--- config.mk ---
export PLATFORM = sky130hd
export DESIGN_NAME = fxmul_unit
export DESIGN_NICKNAME = d
export VERILOG_FILES = /design/src/rtl/fxmul_pkg.sv /design/src/rtl/fxmul_opnd_stage.sv /design/src/rtl/fxmul_prod_stage.sv /design/src/rtl/fxmul_win_stage.sv /design/src/rtl/fxmul_unit.sv
export SDC_FILE = /design/constraint.sdc
export NUM_CORES = 2
export LEC_CHECK = 0
export ABC_AREA = 1
export ABC_CLOCK_PERIOD_IN_PS = 10800
export BUFFER_PORTS_ARGS = -buffer_cell sky130_fd_sc_hd__buf_2
export CAP_MARGIN = 20
export CORE_ASPECT_RATIO = 1.4
export CORE_MARGIN = 1.5
export CORE_UTILIZATION = 58
export DETAILED_ROUTE_END_ITERATION = 10
export GPL_TIMING_DRIVEN = 0
export PLACE_DENSITY = 0.85
export SLEW_MARGIN = 25
export SYNTH_ARGS = -nofsm -noshare
export SYNTH_HDL_FRONTEND = slang
export SYNTH_HIERARCHICAL = 1
export SYNTH_SLANG_ARGS = --single-unit
--- constraint.sdc ---
create_clock -name clk -period 10.8 [get_ports clk]
set_clock_uncertainty 0.1 [all_clocks]
set_input_delay 1.08 -clock clk [delete_from_list [all_inputs] [get_ports clk]]
set_output_delay 1.08 -clock clk [all_outputs]
set_load 0.03 [all_outputs]
--- src/rtl/fxmul_pkg.sv ---
// Shared definitions for the fixed-point multiplier.
// Assumes: the control word is {mode bit, shift field}.
package fxmul_pkg;

    // Arithmetic interpretation of the operands.
    typedef enum logic {
        FX_UNSIGNED = 1'b0,
        FX_SIGNED   = 1'b1
    } fx_mode_e;

    // Split a control word of width CW into its mode bit (the MSB).
    function automatic fx_mode_e fx_mode_of(input logic msb);
        return msb ? FX_SIGNED : FX_UNSIGNED;
    endfunction

endpackage

--- src/rtl/fxmul_opnd_stage.sv ---
// Stage 1: captures the operands, the mode and the shift of an accepted command.
// Assumes: adv is the common pipeline advance. Only the valid flag is reset.
module fxmul_opnd_stage
    import fxmul_pkg::*;
#(
    parameter int DW  = 32,
    parameter int SHW = 5
) (
    input  logic           clk,
    input  logic           rst_n,
    input  logic           adv,
    input  logic           in_v,
    input  logic [DW-1:0]  in_a,
    input  logic [DW-1:0]  in_b,
    input  logic           in_msb,
    input  logic [SHW-1:0] in_sh,
    output logic           out_v,
    output logic [DW-1:0]  out_a,
    output logic [DW-1:0]  out_b,
    output fx_mode_e       out_mode,
    output logic [SHW-1:0] out_sh
);

    // Valid flag: cleared by reset, moves only on advance.
    always_ff @(posedge clk) begin
        if (!rst_n)   out_v <= 1'b0;
        else if (adv) out_v <= in_v;
    end

    // Data capture: loads only when a command is taken.
    always_ff @(posedge clk) begin
        if (adv && in_v) begin
            out_a    <= in_a;
            out_b    <= in_b;
            out_mode <= fx_mode_of(in_msb);
            out_sh   <= in_sh;
        end
    end

endmodule

--- src/rtl/fxmul_prod_stage.sv ---
// Stage 2: forms the full 2*DW-bit product in the selected mode.
// Assumes: in signed mode the operands are sign-extended by one bit, and in unsigned mode they are zero-extended.
module fxmul_prod_stage
    import fxmul_pkg::*;
#(
    parameter int DW  = 32,
    parameter int SHW = 5
) (
    input  logic            clk,
    input  logic            rst_n,
    input  logic            adv,
    input  logic            in_v,
    input  logic [DW-1:0]   in_a,
    input  logic [DW-1:0]   in_b,
    input  fx_mode_e        in_mode,
    input  logic [SHW-1:0]  in_sh,
    output logic            out_v,
    output logic [2*DW-1:0] out_prod,
    output logic [SHW-1:0]  out_sh
);

    localparam int PW = 2 * DW;

    logic signed [DW:0]   ext_a;
    logic signed [DW:0]   ext_b;
    logic        [PW-1:0] prod_d;

    // Operand extension and multiply: the extension bit selects the arithmetic.
    always_comb begin
        ext_a  = {(in_mode == FX_SIGNED) & in_a[DW-1], in_a};
        ext_b  = {(in_mode == FX_SIGNED) & in_b[DW-1], in_b};
        prod_d = PW'(ext_a * ext_b);
    end

    // Valid flag: cleared by reset, moves only on advance.
    always_ff @(posedge clk) begin
        if (!rst_n)   out_v <= 1'b0;
        else if (adv) out_v <= in_v;
    end

    // Product register.
    always_ff @(posedge clk) begin
        if (adv && in_v) begin
            out_prod <= prod_d;
            out_sh   <= in_sh;
        end
    end

endmodule

--- src/rtl/fxmul_win_stage.sv ---
// Stage 3: takes a DW-bit slice of the product at the requested shift and keeps the raw upper half.
// Assumes: the shift stays below DW, so the slice never reaches above the product MSB.
module fxmul_win_stage #(
    parameter int DW  = 32,
    parameter int SHW = 5
) (
    input  logic            clk,
    input  logic            rst_n,
    input  logic            adv,
    input  logic            in_v,
    input  logic [2*DW-1:0] in_prod,
    input  logic [SHW-1:0]  in_sh,
    output logic            out_v,
    output logic [DW-1:0]   out_lo,
    output logic [DW-1:0]   out_hi
);

    logic [DW-1:0] slice_d;

    // Barrel slice: logical right shift, then truncate to DW bits.
    always_comb slice_d = DW'(in_prod >> in_sh);

    // Valid flag: cleared by reset, moves only on advance.
    always_ff @(posedge clk) begin
        if (!rst_n)   out_v <= 1'b0;
        else if (adv) out_v <= in_v;
    end

    // Result registers.
    always_ff @(posedge clk) begin
        if (adv && in_v) begin
            out_lo <= slice_d;
            out_hi <= in_prod[2*DW-1:DW];
        end
    end

endmodule

--- src/rtl/fxmul_unit.sv ---
// Fixed-point multiplier: a three-stage pipeline with one shared advance signal.
// Assumes: a pending result that is not taken freezes every stage, and the input port is then closed.
module fxmul_unit
    import fxmul_pkg::*;
#(
    parameter int DW  = 32,
    parameter int SHW = $clog2(DW),
    parameter int CW  = SHW + 1
) (
    input  logic          clk,
    input  logic          rst_n,
    input  logic          cmd_valid,
    output logic          cmd_ready,
    input  logic [DW-1:0] cmd_a,
    input  logic [DW-1:0] cmd_b,
    input  logic [CW-1:0] cmd_ctrl,
    input  logic          res_ready,
    output logic          res_valid,
    output logic [DW-1:0] res_lo,
    output logic [DW-1:0] res_hi
);

    logic            adv;
    logic            s1_v, s2_v;
    logic [DW-1:0]   s1_a, s1_b;
    fx_mode_e        s1_mode;
    logic [SHW-1:0]  s1_sh, s2_sh;
    logic [2*DW-1:0] s2_prod;

    // Global advance: move unless the output holds an untaken result.
    always_comb adv = !res_valid || res_ready;
    assign cmd_ready = adv;

    fxmul_opnd_stage #(.DW(DW), .SHW(SHW)) u_opnd (
        .clk(clk), .rst_n(rst_n), .adv(adv),
        .in_v(cmd_valid), .in_a(cmd_a), .in_b(cmd_b),
        .in_msb(cmd_ctrl[CW-1]), .in_sh(cmd_ctrl[SHW-1:0]),
        .out_v(s1_v), .out_a(s1_a), .out_b(s1_b),
        .out_mode(s1_mode), .out_sh(s1_sh)
    );

    fxmul_prod_stage #(.DW(DW), .SHW(SHW)) u_prod (
        .clk(clk), .rst_n(rst_n), .adv(adv),
        .in_v(s1_v), .in_a(s1_a), .in_b(s1_b),
        .in_mode(s1_mode), .in_sh(s1_sh),
        .out_v(s2_v), .out_prod(s2_prod), .out_sh(s2_sh)
    );

    fxmul_win_stage #(.DW(DW), .SHW(SHW)) u_win (
        .clk(clk), .rst_n(rst_n), .adv(adv),
        .in_v(s2_v), .in_prod(s2_prod), .in_sh(s2_sh),
        .out_v(res_valid), .out_lo(res_lo), .out_hi(res_hi)
    );

endmodule

[After elaboration in Yosys (flattened, before gate mapping)]
Cells that the tools add are included.
Storage, ports and cells
  register bits: 206
  bits of input ports: 74
  output and inout bits: 66
  logic and storage cells: 21
Cells by class
  $mul: 1
  shift operators: 1
  mux-type cells: 1
  bitwise gates (word level): 2
  reductions and logical operators: 5
Operators by type and width (count)
  $mul 33x33->64: 1
  $shr 64x5->32: 1
  $logic_and 1x1->1: 3
  $and 1x1->1: 2
  $logic_not 1->1: 1
  $logic_or 1x1->1: 1
  $mux 1: 1

[Longest topological paths before layout]
  depth after elaboration: 3
  gate-level depth with buffers: 34
  gate-level depth less buffers: 32

[By module]
Netlist, hierarchy kept.
By module, submodules not included
  fxmul_prod_stage: times used 1, cells each 5194, area each 42250.5 sq um, sequential area each 2092.0 sq um
  fxmul_win_stage: times used 1, cells each 711, area each 5064.9 sq um, sequential area each 1941.9 sq um
  fxmul_opnd_stage: times used 1, cells each 77, area each 2149.6 sq um, sequential area each 2122.0 sq um
  fxmul_unit: times used 1, cells each 2, area each 7.5 sq um, sequential area each 0.0 sq um

[Least setup slack after synthesis]
OpenSTA, ideal clock, no wires.
  kind: flip-flop to flip-flop
  start point: register u_opnd.out_a[31]
  end point: register u_prod.out_prod[50] (data pin)
  library setup time: 0.253 ns
  data arrival time: 7.198 ns
  required time: 10.447 ns
  path slack: 3.250 ns
  cell stages (with the launch flop): 31
  path buffers: 2
  period minus slack after synthesis: 7.550 ns
  cells stage by stage: edfxtp_1 > buf_2 > nand2_2 > inv_2 > clkbuf_1 > nand2_1 > inv_1 > fa_1 > inv_1 > fa_1 > inv_1 > fa_1 > inv_1 > fa_1 > inv_1 > fa_1 > fa_1 > inv_1 > fa_1 > fa_1 > inv_1 > ha_1 > nand2_1 > nor2_1 > inv_1 > nor2_1 > nand2_1 > nor3_1 > nand2_1 > nand4_1 > nand2_1
On the way
  cells in the longest elaborated chain, start to end: 2
Ends and longest elaborated chain
  from (decl): line fxmul_opnd_stage.sv:18  | output logic [DW-1:0] out_a,
  from (signal assigned): line fxmul_opnd_stage.sv:33  | out_a <= in_a;
  $and 1x1->1: line fxmul_prod_stage.sv:30  | ext_a = {(in_mode == FX_SIGNED) & in_a[DW-1], in_a};
  $mul 33x33->64 (*): line fxmul_prod_stage.sv:32  | prod_d = PW'(ext_a * ext_b);
  named net u_prod.prod_d[50]: line fxmul_prod_stage.sv:26  | logic [PW-1:0] prod_d;
  to (signal assigned): line fxmul_prod_stage.sv:44  | out_prod <= prod_d;
  to (decl): line fxmul_prod_stage.sv:18  | output logic [2*DW-1:0] out_prod,
Mark *: on every way through the listed nets, which the timed path passes. The rest lies on a longest branch.
A chain may end at the register's enable or synchronous reset.

[Worst setup path after layout]
  start point: register u_opnd.out_b[2]
  end point: register u_prod.out_prod[57] (data pin)
On the way
  cells in the longest elaborated chain, start to end: 1
Ends and longest elaborated chain
  from (decl): line fxmul_opnd_stage.sv:19  | output logic [DW-1:0] out_b,
  from (signal assigned): line fxmul_opnd_stage.sv:34  | out_b <= in_b;
  $mul 33x33->64: line fxmul_prod_stage.sv:32
  named net u_prod.prod_d[57]: line fxmul_prod_stage.sv:26
The timed path passes the listed nets, and every way through them passes these cells.

==> impl_metrics.tcl <==
set metrics [dict create \
    ys_warn_count 6 \
    r2r_start "u_opnd/out_b[2]$_DFFE_PP_" \
    start_util_pct 58.7 \
    cp_top_family "adder cells" \
    hold_buffers 0 \
    htreeDepth 1 \
    async_flop_share_pct 0 \
    r2r-end "u_prod/out_prod[57]$_DFFE_PP_" \
    cts_tree "done" \
    numCtsBuffers 23 \
    drt_iter0_drc 4609 \
    worstSetupPathType "reg2reg" \
    die_area_um2 87100 \
    synthDistinctLibCells 40 \
    die-height_um 349 \
    path_clk_slew_ns 0.07 \
    max-slew-margin-rel_pct 16.4 \
    setup_viol 0 \
    fin_crit_sh_pct 93.7 \
    r2r_setup_slack_ns 0.68 \
    post-route-min-period_ns 10.12 \
    min_from "u_opnd/out_sh[2]$_DFFE_PP_" \
    grt.total_usage_pct 51.1 \
    yosys_register_bits 206 \
    slew_violations 0 \
    fin_tns_setup_ns 0 \
    num-nets-final 7563 \
    synthCells 5984 \
    antenna_left 0 \
    max_freq_ghz 0.0988 \
    clock-sinks 206 \
    maxCapViolCount 0 \
    clkLatencyLatePin_ns 0.63 \
    path_buf_inv 7 \
    overflow 0 \
    startpoint "u_opnd/out_b[2]$_DFFE_PP_" \
    core_um2 84300 \
    grt_pass1_wl_mm 306 \
    port_buffers 139 \
    min_to "u_prod/out_sh[2]$_DFFE_PP_" \
    dieWidth_um 250 \
    wirelength_mm 216 \
    drive_above_1_share_pct 5.92 \
    synth_top_cell_by_area "fa_1" \
    cp.arrival_ns 10.34 \
    num_rows 126 \
    crit_top_cell "fa_1" \
    grt_pass1_vias 45800 \
    cts_setup_buffers 0 \
    yosysSeqAreaShare_pct 12.4 \
    clockBufferDepth 3 \
    yosysTopAreaCellShare_pct 45.5 \
    cts_resized 0 \
    endpoint_kind "flip-flop" \
    synth_edf_count 203 \
    hold_depth 0 \
    cts_root_buffer "clkbuf_16" \
    avgSynthCellArea_um2 8.27 \
    cp.required_ns 11.02 \
    viasPerCell 5.91 \
    hold_path.class "reg2reg" \
    drc 0 \
    tightest_slew_ns 1.25 \
    synthToLayoutAreaGrowth_pct 6.04 \
    antenna_found_initial 13 \
    syn_area_um2 49500 \
    ys_top_cells_by_area "fa_1 (46%), inv_1 (12%), nand2_1 (12%)" \
    io_pins 140 \
    hold_violations 0 \
    startpoint_type "flip-flop" \
    path_cells "clkbuf_1 > clkbuf_1 > nand2_1 > inv_1 > fa_1 > inv_1 > fa_1 > inv_1 > fa_1 > fa_1 > fa_1 > fa_1 > fa_1 > inv_1 > fa_1 > inv_1 > ha_1 > nand2_1 > nor2_1 > nand2_1 > nor2_1 > nand3_1 > nand3_1 > nand2_1" \
    critPathSlowestCell "fa_1" \
    critPathMaxStageDelay_ns 1.05 \
    status "finished, final reports clean" \
    place_hpwl_mm 175 \
    grt_max_degree 65 \
    synth_fp_nets 7395 \
    vias 42900 \
    synthFlopType "edfxtp_1" \
    reg2reg_depth 24 \
    rsz0062_at_grt "false" \
    routedWlPerCell_um 29.7 \
    drtPass1Iterations 9 \
    place_congestion 1.10 \
    path_max_fanout 10 \
]
==> worst max path at each step <==
stage,to,depth (start not counted)
2_1_floorplan,u_prod/out_prod[50]$_DFFE_PP_,30
3_3_place_gp,u_prod/out_prod[63]$_DFFE_PP_,28
3_5_place_dp,u_prod/out_prod[63]$_DFFE_PP_,28
4_1_cts,u_prod/out_prod[63]$_DFFE_PP_,28
5_1_grt,u_prod/out_prod[57]$_DFFE_PP_,24
6_report,u_prod/out_prod[57]$_DFFE_PP_,24
==> per-stage QoR <==
stage          util, %  setup WS, ns  instances  instance area, µm²  hold slack (ns)
3_3_place_gp      61.1          1.33       7211               51500            0.305
5_1_grt           62.2         0.709       7259               52400            0.305
4_1_cts           62.1          1.24       7255               52400            0.276
2_1_floorplan        -          3.25       5984               49500            0.300
6_report          62.2         0.678       7263               52500            0.291
3_5_place_dp      61.2          1.31       7214               51600            0.306
==> flip-flops by register name, indices dropped and copies added, names as in the netlist <==
signal / cells
u_opnd/out_v: 1
u_win/out_v: 1
u_opnd/out_b: 32
u_opnd/out_a: 32
u_opnd/out_mode: 1
u_prod/out_prod: 64
u_prod/out_v: 1
u_opnd/out_sh: 5
u_win/out_lo: 32
u_prod/out_sh: 5
u_win/out_hi: 32
==> cell type report <==
type | count | area [µm²]
multi-input combinational | 3817 | 35800
fill | 7444 | 31900
inverter | 1645 | 6190
sequential | 206 | 6160
tap | 1088 | 1360
buffer | 316 | 1350
timing repair buffer | 143 | 806
clock buffer | 24 | 579
clock inverter | 17 | 161
antenna | 7 | 17.5
==> logic make-up after synthesis <==
logic type | Yosys count | share of synthesized area (%)
flops | 206 | 12.4
compound gates | 133 | 1.52
xor+xnor | 38 | 0.673
buf+inv | 1961 | 15.1
simple gates | 2309 | 19.3
fa+ha+maj | 1337 | 50.9
==> layer usage <==
layer,part of all wire [%],GRT usage (%)
met1,30,50.4
met3,12,19.5
met5,0.039,0
met2,44,79.3
met4,14,55.2
==> layout by cell type, fill, tap and decap left out, types with 7 or more instances in the layout <==
cell type	n
a21oi_1	67
buf_2	169
buf_4	7
clkbuf_1	230
clkbuf_16	23
clkbuf_2	37
diode_2	7
edfxtp_1	203
fa_1	1124
ha_1	212
inv_1	1638
nand2_1	1629
nand2_2	39
nand3_1	418
nand3_2	18
nand4_1	18
nor2_1	139
nor2_2	21
nor3_1	13
o21ai_0	30
o21bai_1	17
xor2_1	37
==> synth_stat cells, types with 2 or more instances <==
library cell,instances
o21bai_1,17
ha_1,212
nor2_2,19
o21ai_1,6
buf_4,7
nand3_2,18
a21oi_1,67
nand4_1,18
fa_1,1125
buf_2,30
a21o_1,5
nand2_1,1629
buf_1,6
dfxtp_1,3
edfxtp_1,203
nand2_2,39
inv_1,1641
nor2_4,2
nor3_1,13
nor2_1,141
a21oi_2,3
clkbuf_1,266
o21ai_0,30
xor2_1,37
inv_2,3
nand3b_1,2
or2_2,6
a21boi_0,2
nand3_1,418
buf_6,6
Power is not shown: default switching activity piles up to over one toggle a cycle in this logic, so the estimate is an artifact.
